$ cat src/rtl/ctf_pkg.sv
package ctf_pkg;

   typedef enum logic {
      PH_LOW  = 1'b0,
      PH_HIGH = 1'b1
   } ctf_phase_e;

   function automatic logic maj3(input logic a, input logic b, input logic c);
      return (a & b) | (a & c) | (b & c);
   endfunction

endpackage

$ cat src/rtl/ctf_opgen.sv
module ctf_opgen
   import ctf_pkg::*;
#(
   parameter int          N     = 8,
   parameter logic [63:0] FIRST = 64'h0,
   parameter logic [63:0] LAST  = 64'hFFFF_FFFF
) (
   input  logic         clk,
   input  logic         rst_n,
   input  logic         adv_i,
   output logic [N-1:0] x_o,
   output logic [N-1:0] y_o,
   output logic         last_o
);
   localparam int             CW      = 4 * N;
   localparam logic [CW-1:0]  FIRST_C = FIRST[CW-1:0];
   localparam logic [CW-1:0]  LAST_C  = LAST[CW-1:0];
   localparam logic [CW-1:0]  ONE_C   = {{(CW-1){1'b0}}, 1'b1};

   logic [CW-1:0] cnt_q;
   logic [CW-1:0] inc;
   ctf_phase_e    ph_q;

   assign inc = cnt_q + ONE_C;

   always_comb begin
      if (ph_q == PH_LOW) begin
         x_o = inc[N-1:0];
         y_o = inc[2*N-1:N];
      end else begin
         x_o = cnt_q[3*N-1:2*N];
         y_o = cnt_q[4*N-1:3*N];
      end
   end

   assign last_o = (ph_q == PH_HIGH) && (cnt_q == LAST_C);

   always_ff @(posedge clk or negedge rst_n) begin
      if (!rst_n) begin
         cnt_q <= FIRST_C;
         ph_q  <= PH_LOW;
      end else if (adv_i) begin
         if (ph_q == PH_LOW) begin
            cnt_q <= inc;
            ph_q  <= PH_HIGH;
         end else begin
            ph_q  <= PH_LOW;
         end
      end
   end
endmodule

$ cat src/rtl/ctf_array.sv
module ctf_array
   import ctf_pkg::*;
#(
   parameter int N = 8
) (
   input  logic [N-1:0] x_i,
   input  logic [N-1:0] y_i,
   output logic [N-1:1] fs_o,
   output logic [N-1:0] fc_o,
   output logic [2:1]   ds_o,
   output logic [1:0]   dc_o
);
   localparam int SAVE = N - 2;

   logic [SAVE-1:0][N-1:1] ss;
   logic [SAVE-1:0][N-1:0] sc;
   logic [N-1:1]           fs;
   logic [N-1:0]           fc;

   function automatic logic pb(input logic [N-1:0] xv, input logic [N-1:0] yv,
                               input int i, input int j);
      return xv[j] & yv[i];
   endfunction

   always_comb begin
      logic a, b, ci;
      ss = '0;
      sc = '0;
      fs = '0;
      fc = '0;
      // first carry-save row: three partial-product rows
      sc[0][0] = pb(x_i, y_i, 0, 1) & pb(x_i, y_i, 1, 0);
      for (int c = 1; c < N-1; c++) begin
         a  = pb(x_i, y_i, 0, c+1);
         b  = pb(x_i, y_i, 1, c);
         ci = pb(x_i, y_i, 2, c-1);
         ss[0][c] = a ^ b ^ ci;
         sc[0][c] = maj3(a, b, ci);
      end
      a  = 1'b0;
      b  = pb(x_i, y_i, 1, N-1);
      ci = pb(x_i, y_i, 2, N-2);
      ss[0][N-1] = a ^ b ^ ci;
      sc[0][N-1] = maj3(a, b, ci);
      // remaining carry-save rows
      for (int r = 1; r < SAVE; r++) begin
         sc[r][0] = ss[r-1][1] & sc[r-1][0];
         for (int c = 1; c < N-1; c++) begin
            a  = ss[r-1][c+1];
            b  = sc[r-1][c];
            ci = pb(x_i, y_i, r+2, c-1);
            ss[r][c] = a ^ b ^ ci;
            sc[r][c] = maj3(a, b, ci);
         end
         a  = pb(x_i, y_i, r+1, N-1);
         b  = sc[r-1][N-1];
         ci = pb(x_i, y_i, r+2, N-2);
         ss[r][N-1] = a ^ b ^ ci;
         sc[r][N-1] = maj3(a, b, ci);
      end
      // final ripple row
      fc[0] = ss[SAVE-1][1] & sc[SAVE-1][0];
      for (int c = 1; c < N-1; c++) begin
         a  = ss[SAVE-1][c+1];
         b  = sc[SAVE-1][c];
         ci = fc[c-1];
         fs[c] = a ^ b ^ ci;
         fc[c] = maj3(a, b, ci);
      end
      a  = pb(x_i, y_i, N-1, N-1);
      b  = sc[SAVE-1][N-1];
      ci = fc[N-2];
      fs[N-1] = a ^ b ^ ci;
      fc[N-1] = maj3(a, b, ci);
   end

   assign fs_o = fs;
   assign fc_o = fc;
   assign ds_o = ss[SAVE-1][2:1];
   assign dc_o = sc[SAVE-1][1:0];
endmodule

$ cat src/rtl/ctf_pathchk.sv
module ctf_pathchk #(
   parameter int N = 8
) (
   input  logic [N-1:1] tfs_i,
   input  logic [N-1:0] tfc_i,
   input  logic [2:1]   tds_i,
   input  logic [1:0]   tdc_i,
   output logic         hit_o
);
   logic [1:0] ep;

   for (genvar e = 0; e < 2; e++) begin : g_entry
      assign ep[e] = (&tfc_i[N-2:e]) & (tds_i[e+1] | tdc_i[e]);
   end

   assign hit_o = (|ep) & ~(|tfs_i[N-2:1]) & (tfs_i[N-1] | tfc_i[N-1]);
endmodule

$ cat src/rtl/critpath_filter.sv
module critpath_filter #(
   parameter int          OP_W      = 8,
   parameter logic [63:0] CNT_FIRST = 64'h0,
   parameter logic [63:0] CNT_LAST  = 64'hFFFF_FFFF,
   parameter int          MCW       = 32
) (
   input  logic              clk,
   input  logic              rst_n,
   input  logic              rec_ready,
   output logic              rec_valid,
   output logic [4*OP_W-1:0] rec_data,
   output logic [MCW-1:0]    match_count,
   output logic              done
);
   localparam int             CW    = 4 * OP_W;
   localparam logic [MCW-1:0] M_ONE = {{(MCW-1){1'b0}}, 1'b1};

   if (OP_W < 4) begin : g_bad_width
      $error("critpath_filter: OP_W must be at least 4");
   end
   if (CNT_FIRST >= CNT_LAST) begin : g_bad_range
      $error("critpath_filter: CNT_FIRST must be below CNT_LAST");
   end
   if ((CNT_LAST >> CW) != 64'h0) begin : g_bad_last
      $error("critpath_filter: CNT_LAST exceeds the counter width");
   end

   logic [OP_W-1:0] gx, gy;
   logic            g_last;
   logic            step;
   logic [OP_W-1:1] cur_fs, prv_fs;
   logic [OP_W-1:0] cur_fc, prv_fc;
   logic [2:1]      cur_ds, prv_ds;
   logic [1:0]      cur_dc, prv_dc;
   logic [OP_W-1:0] prv_x, prv_y;
   logic            hit;
   logic            vld_q, fin_q;
   logic [CW-1:0]   data_q;
   logic [MCW-1:0]  mcnt_q;

   assign step = !fin_q && (!vld_q || rec_ready);

   ctf_opgen #(.N(OP_W), .FIRST(CNT_FIRST), .LAST(CNT_LAST)) u_gen (
      .clk    (clk),
      .rst_n  (rst_n),
      .adv_i  (step),
      .x_o    (gx),
      .y_o    (gy),
      .last_o (g_last)
   );

   ctf_array #(.N(OP_W)) u_arr (
      .x_i  (gx),
      .y_i  (gy),
      .fs_o (cur_fs),
      .fc_o (cur_fc),
      .ds_o (cur_ds),
      .dc_o (cur_dc)
   );

   ctf_pathchk #(.N(OP_W)) u_chk (
      .tfs_i (cur_fs ^ prv_fs),
      .tfc_i (cur_fc ^ prv_fc),
      .tds_i (cur_ds ^ prv_ds),
      .tdc_i (cur_dc ^ prv_dc),
      .hit_o (hit)
   );

   always_ff @(posedge clk or negedge rst_n) begin
      if (!rst_n) begin
         prv_x  <= '0;
         prv_y  <= '0;
         prv_fs <= '0;
         prv_fc <= '0;
         prv_ds <= '0;
         prv_dc <= '0;
         vld_q  <= 1'b0;
         fin_q  <= 1'b0;
         data_q <= '0;
         mcnt_q <= '0;
      end else begin
         if (vld_q && rec_ready) begin
            vld_q <= 1'b0;
         end
         if (step) begin
            prv_x  <= gx;
            prv_y  <= gy;
            prv_fs <= cur_fs;
            prv_fc <= cur_fc;
            prv_ds <= cur_ds;
            prv_dc <= cur_dc;
            fin_q  <= g_last;
            if (hit) begin
               vld_q  <= 1'b1;
               data_q <= {prv_x, prv_y, gx, gy};
               mcnt_q <= mcnt_q + M_ONE;
            end
         end
      end
   end

   assign rec_valid   = vld_q;
   assign rec_data    = data_q;
   assign match_count = mcnt_q;
   assign done        = fin_q && !vld_q;
endmodule

$ cat config.mk
export PLATFORM = sky130hd
export DESIGN_NAME = critpath_filter
export DESIGN_NICKNAME = d
export VERILOG_FILES = /design/src/rtl/ctf_pkg.sv /design/src/rtl/ctf_opgen.sv /design/src/rtl/ctf_array.sv /design/src/rtl/ctf_pathchk.sv /design/src/rtl/critpath_filter.sv
export SDC_FILE = /design/constraint.sdc
export NUM_CORES = 1
export LEC_CHECK = 0
export BUFFER_PORTS_ARGS = -buffer_cell sky130_fd_sc_hd__buf_2
export CAP_MARGIN = 10
export CORE_ASPECT_RATIO = 0.6
export CORE_MARGIN = 1
export CORE_UTILIZATION = 53
export CTS_CLUSTER_DIAMETER = 50
export DETAILED_ROUTE_END_ITERATION = 12
export GPL_TIMING_DRIVEN = 0
export PLACE_DENSITY = 0.75
export SLEW_MARGIN = 10
export SYNTH_ARGS = -nofsm -noshare
export SYNTH_HDL_FRONTEND = slang
export SYNTH_SLANG_ARGS = --single-unit
$ cat constraint.sdc
create_clock -name clk -period 9.69 [get_ports clk]
set_input_delay 0.4845 -clock clk [delete_from_list [all_inputs] [get_ports clk]]
set_output_delay 0.4845 -clock clk [all_outputs]
set_load 0.01 [all_outputs]
==> flow_summary.yaml <==
outcome:
  status: "finished, violations left"
  violations: "negative hold slack"
pwr:
  p_seq_frac: 0.439
  power_uw: 1280
  clkPwrFrac: 0.552
  pwr-share-comb: 0.010
  leakage_uw: 0.00447
  p_sw_uw: 273
  p_int_uw: 1000
  ir_drop_v: 0.000115
  power_density_mw_per_mm2: 135
  netSwitchingFraction: 0.214
yosys:
  synth_cell_types: 42
  yosysMostFrequentCell: "dfrtp_1"
  synth-edff-count: 0
  syn-num-nets: 772
  synthTopCellsByCount: "134 x dfrtp_1, 109 x nand2_1, 50 x xor2_1"
  synth_largest_area_cell: "dfrtp_1"
  synth_flop_cell: "dfrtp_1"
  netlist.area_leader.share: 0.440
  syn_inst: 718
  ys_top_cells_by_area: "dfrtp_1 44%, fa_1 13%, xor2_1 5.8%"
  syn-mean-instance-area_um2: 10.6
  ys.warnings.count: 0
  synth-seq-cells: 134
  syn_area_mm2: 0.00761
  ys_seq_area_frac: 0.440
  async_flop_share: 1.00
critical_path:
  cpMaxStageDelayCell: "fa_1"
  path_class: "reg -> reg"
  crit_path_start_kind: "register"
  end_kind: "register"
  slowest_delay_ns: 0.73
  cp.required_ns: 9.98
  arrival_ns: 9.76
  cp_top_family: "adder cells"
  worstReg2RegEnd: "rec_data[21]$_DFFE_PN0P_"
  r2r_start: "u_gen.cnt_q[4]$_DFFE_PN0P_"
  reg2reg_slack_ns: 0.23
  r2r.worst_path.cells: 31
  crit_fanout: 10
  cp.buffers_inverters: 8
grt:
  track_usage: 0.293
  grt_pass1_wl_um: 32300
  gr-total-overflow: 0
  antenna_found_initial: 0
  grt_pass1_vias: 5898
  grt_max_degree: 90
clock_network:
  clock_path_buffers: 2
  clock_latency_ns: 0.42
  htree_levels: 4
  cts_tree: "yes"
  clkSlewWorstSetupHoldPaths_ns: 0.06
  cts_sinks: 134
  cts_buffers: 17
  ctsRootBufferMaster: "clkbuf_16"
route:
  top_layer_used: "met4"
  first_pass_iters: 5
  met3WireLength_um: 2110
  avgRoutedWirePerCell_um: 20.1
  wl_met1_um: 9120
  wl_um: 20800
  drc_errors: 0
  ant_nets: 0
  met2_length_um: 9350
  viasPerCell: 5.84
  via_count: 6072
  drt_iter0_markers: 609
timing:
  tightest_slew_ns: 1.09
  slew_violations: 0
  finalCritPeriodShare: 0.976
  hold_viol: 9
  slew_headroom: 0.266
  hold_slack_ns: -0.00987
  setup_violations: 0
  max_freq_mhz: 106
  post-route-min-period_ns: 9.46
  finClkSkew_ns: 0.00701
floorplanning:
  die_area_mm2: 0.0149
  fp.dieW_um: 157
  fp.dieH_um: 94.8
  ios: 69
  coreArea_mm2: 0.0138
  initial_core_util: 0.551
  placementRows: 33
layout:
  fill_cells: 953
  fin_area_mm2: 0.00943
  drive_gt1_frac: 0.255
  syn2layout_area_growth_pct: 23.8
  num_antenna_cells: 0
  layout.nets: 888
placed_design:
  dpl_cell_area_mm2: 0.00823
  hpwl_um: 14100
  portBuffers: 68
  routabilityCongestion: 0.940
worst_hold_path:
  hp-class: "in -> async"
run:
  max_cap_viol_count: 0
[how the worst max path moves through the flow]
stage / start / slack, ns / depth (start not counted) / end
floorplan: u_gen.cnt_q[0]$_DFFE_PN0P_ / 0.05 / 32 / match_count[28]$_DFFE_PN0P_
CTS: u_gen.cnt_q[1]$_DFFE_PN0P_ / -0.04 / 32 / match_count[8]$_DFFE_PN0P_
global placement: u_gen.cnt_q[0]$_DFFE_PN0P_ / -1.37 / 32 / match_count[8]$_DFFE_PN0P_
global route: u_gen.cnt_q[6]$_DFFE_PN0P_ / -0.05 / 30 / rec_data[21]$_DFFE_PN0P_
finish: u_gen.cnt_q[4]$_DFFE_PN0P_ / 0.23 / 31 / rec_data[21]$_DFFE_PN0P_
detailed placement: u_gen.cnt_q[0]$_DFFE_PN0P_ / -1.60 / 31 / rec_data[21]$_DFFE_PN0P_
[cell usage in the layout, fill, tap and decap left out, drive strengths merged]
| master | instances |
|---|---|
| a2111oi | 1 |
| or4bb | 1 |
| nand3 | 29 |
| ha | 3 |
| a21o | 1 |
| nand2b | 5 |
| mux2 | 46 |
| o21a | 8 |
| nand4 | 15 |
| and4 | 5 |
| buf | 109 |
| nor4 | 20 |
| a211oi | 1 |
| fa | 48 |
| or2 | 5 |
| dfrtp | 134 |
| nand2 | 109 |
| xor2 | 50 |
| nor4b | 3 |
| a21oi | 1 |
| nor3 | 14 |
| inv | 43 |
| clkbuf | 35 |
| nand4b | 2 |
| nor2b | 5 |
| a41o | 1 |
| nor3b | 3 |
| o21bai | 1 |
| nor2 | 35 |
| and2 | 10 |
| bufinv | 4 |
| xnor2 | 41 |
| clkinv | 6 |
| and3 | 10 |
| a311oi | 2 |
| a41oi | 1 |
| o21ai | 38 |
| or3 | 2 |
[layout make-up]
| cell class | instances | area (µm²) | share of cell area |
|---|---|---|---|
| Buffer | 25 | 148 | 0.0157 |
| Clock buffer | 19 | 443 | 0.0470 |
| Clock inverter | 13 | 195 | 0.0207 |
| Inverter | 40 | 150 | 0.0159 |
| Multi-Input combinational cell | 516 | 4260 | 0.452 |
| Sequential cell | 134 | 3360 | 0.356 |
| Tap cell | 192 | 240 | 0.0255 |
| Timing Repair Buffer | 100 | 634 | 0.0673 |
[cell families after synthesis]
kind of cell,after synthesis,synth area share
AO/OA/AOI/OAI,55,0.0440
XOR/XNOR,91,0.105
adder cells (fa/ha/maj),51,0.131
buffers and inverters,68,0.0371
flip-flops,134,0.440
multiplexers,46,0.0680
AND/OR/NAND/NOR,273,0.175
[metrics by stage]
stage / utilization / hold WS, ns / TNS, ns / setup WS (ns) / cells
floorplan: - / 0.189 / 0 / 0.0528 / 718
global placement: 0.592 / 0.460 / -80.95 / -1.37 / 978
detailed placement: 0.595 / 0.449 / -95.56 / -1.60 / 979
CTS: 0.656 / 0.00902 / -0.0705 / -0.0388 / 1017
global route: 0.682 / 0.0272 / -0.594 / -0.0530 / 1039
finish: 0.682 / -0.00987 / 0 / 0.229 / 1039
[sequential cells by signal (all words and copies together), names as in the netlist]
register     count
prv_fc           8
prv_ds           2
rec_valid        1
u_gen.cnt_q     32
prv_dc           2
fin_q            1
rec_data        32
match_count     32
prv_y            8
prv_fs           7
prv_x            8
u_gen.ph_q       1
[what timing repair did]
| action | in CTS | in global routing |
|---|---|---|
| resized for setup | 38 | 44 |
| gates cloned | 0 | 2 |
| pin swaps | 6 | 21 |
| buffers inserted | 8 | 21 |
| setup endpoints to repair | 65 | 65 |
| hold buffers | 0 | 0 |
[power groups by stage]
stage | registers (µW) | logic [µW] | clock network, µW
floorplan | 570 | 0.0612 | 0
global placement | 570 | 11.1 | 0
detailed placement | 570 | 13.3 | 0
CTS | 560 | 13.4 | 706
global route | 559 | 14.9 | 733
finish | 560 | 12.5 | 704
[routing by layer]
layer,vias to the layer above,global-route usage
met5,-,0
met4,0,0.0833
met3,30,0.0932
met2,301,0.423
met1,3105,0.424
li1,2636,-
Note: power is estimated with default switching activity, not from simulation.
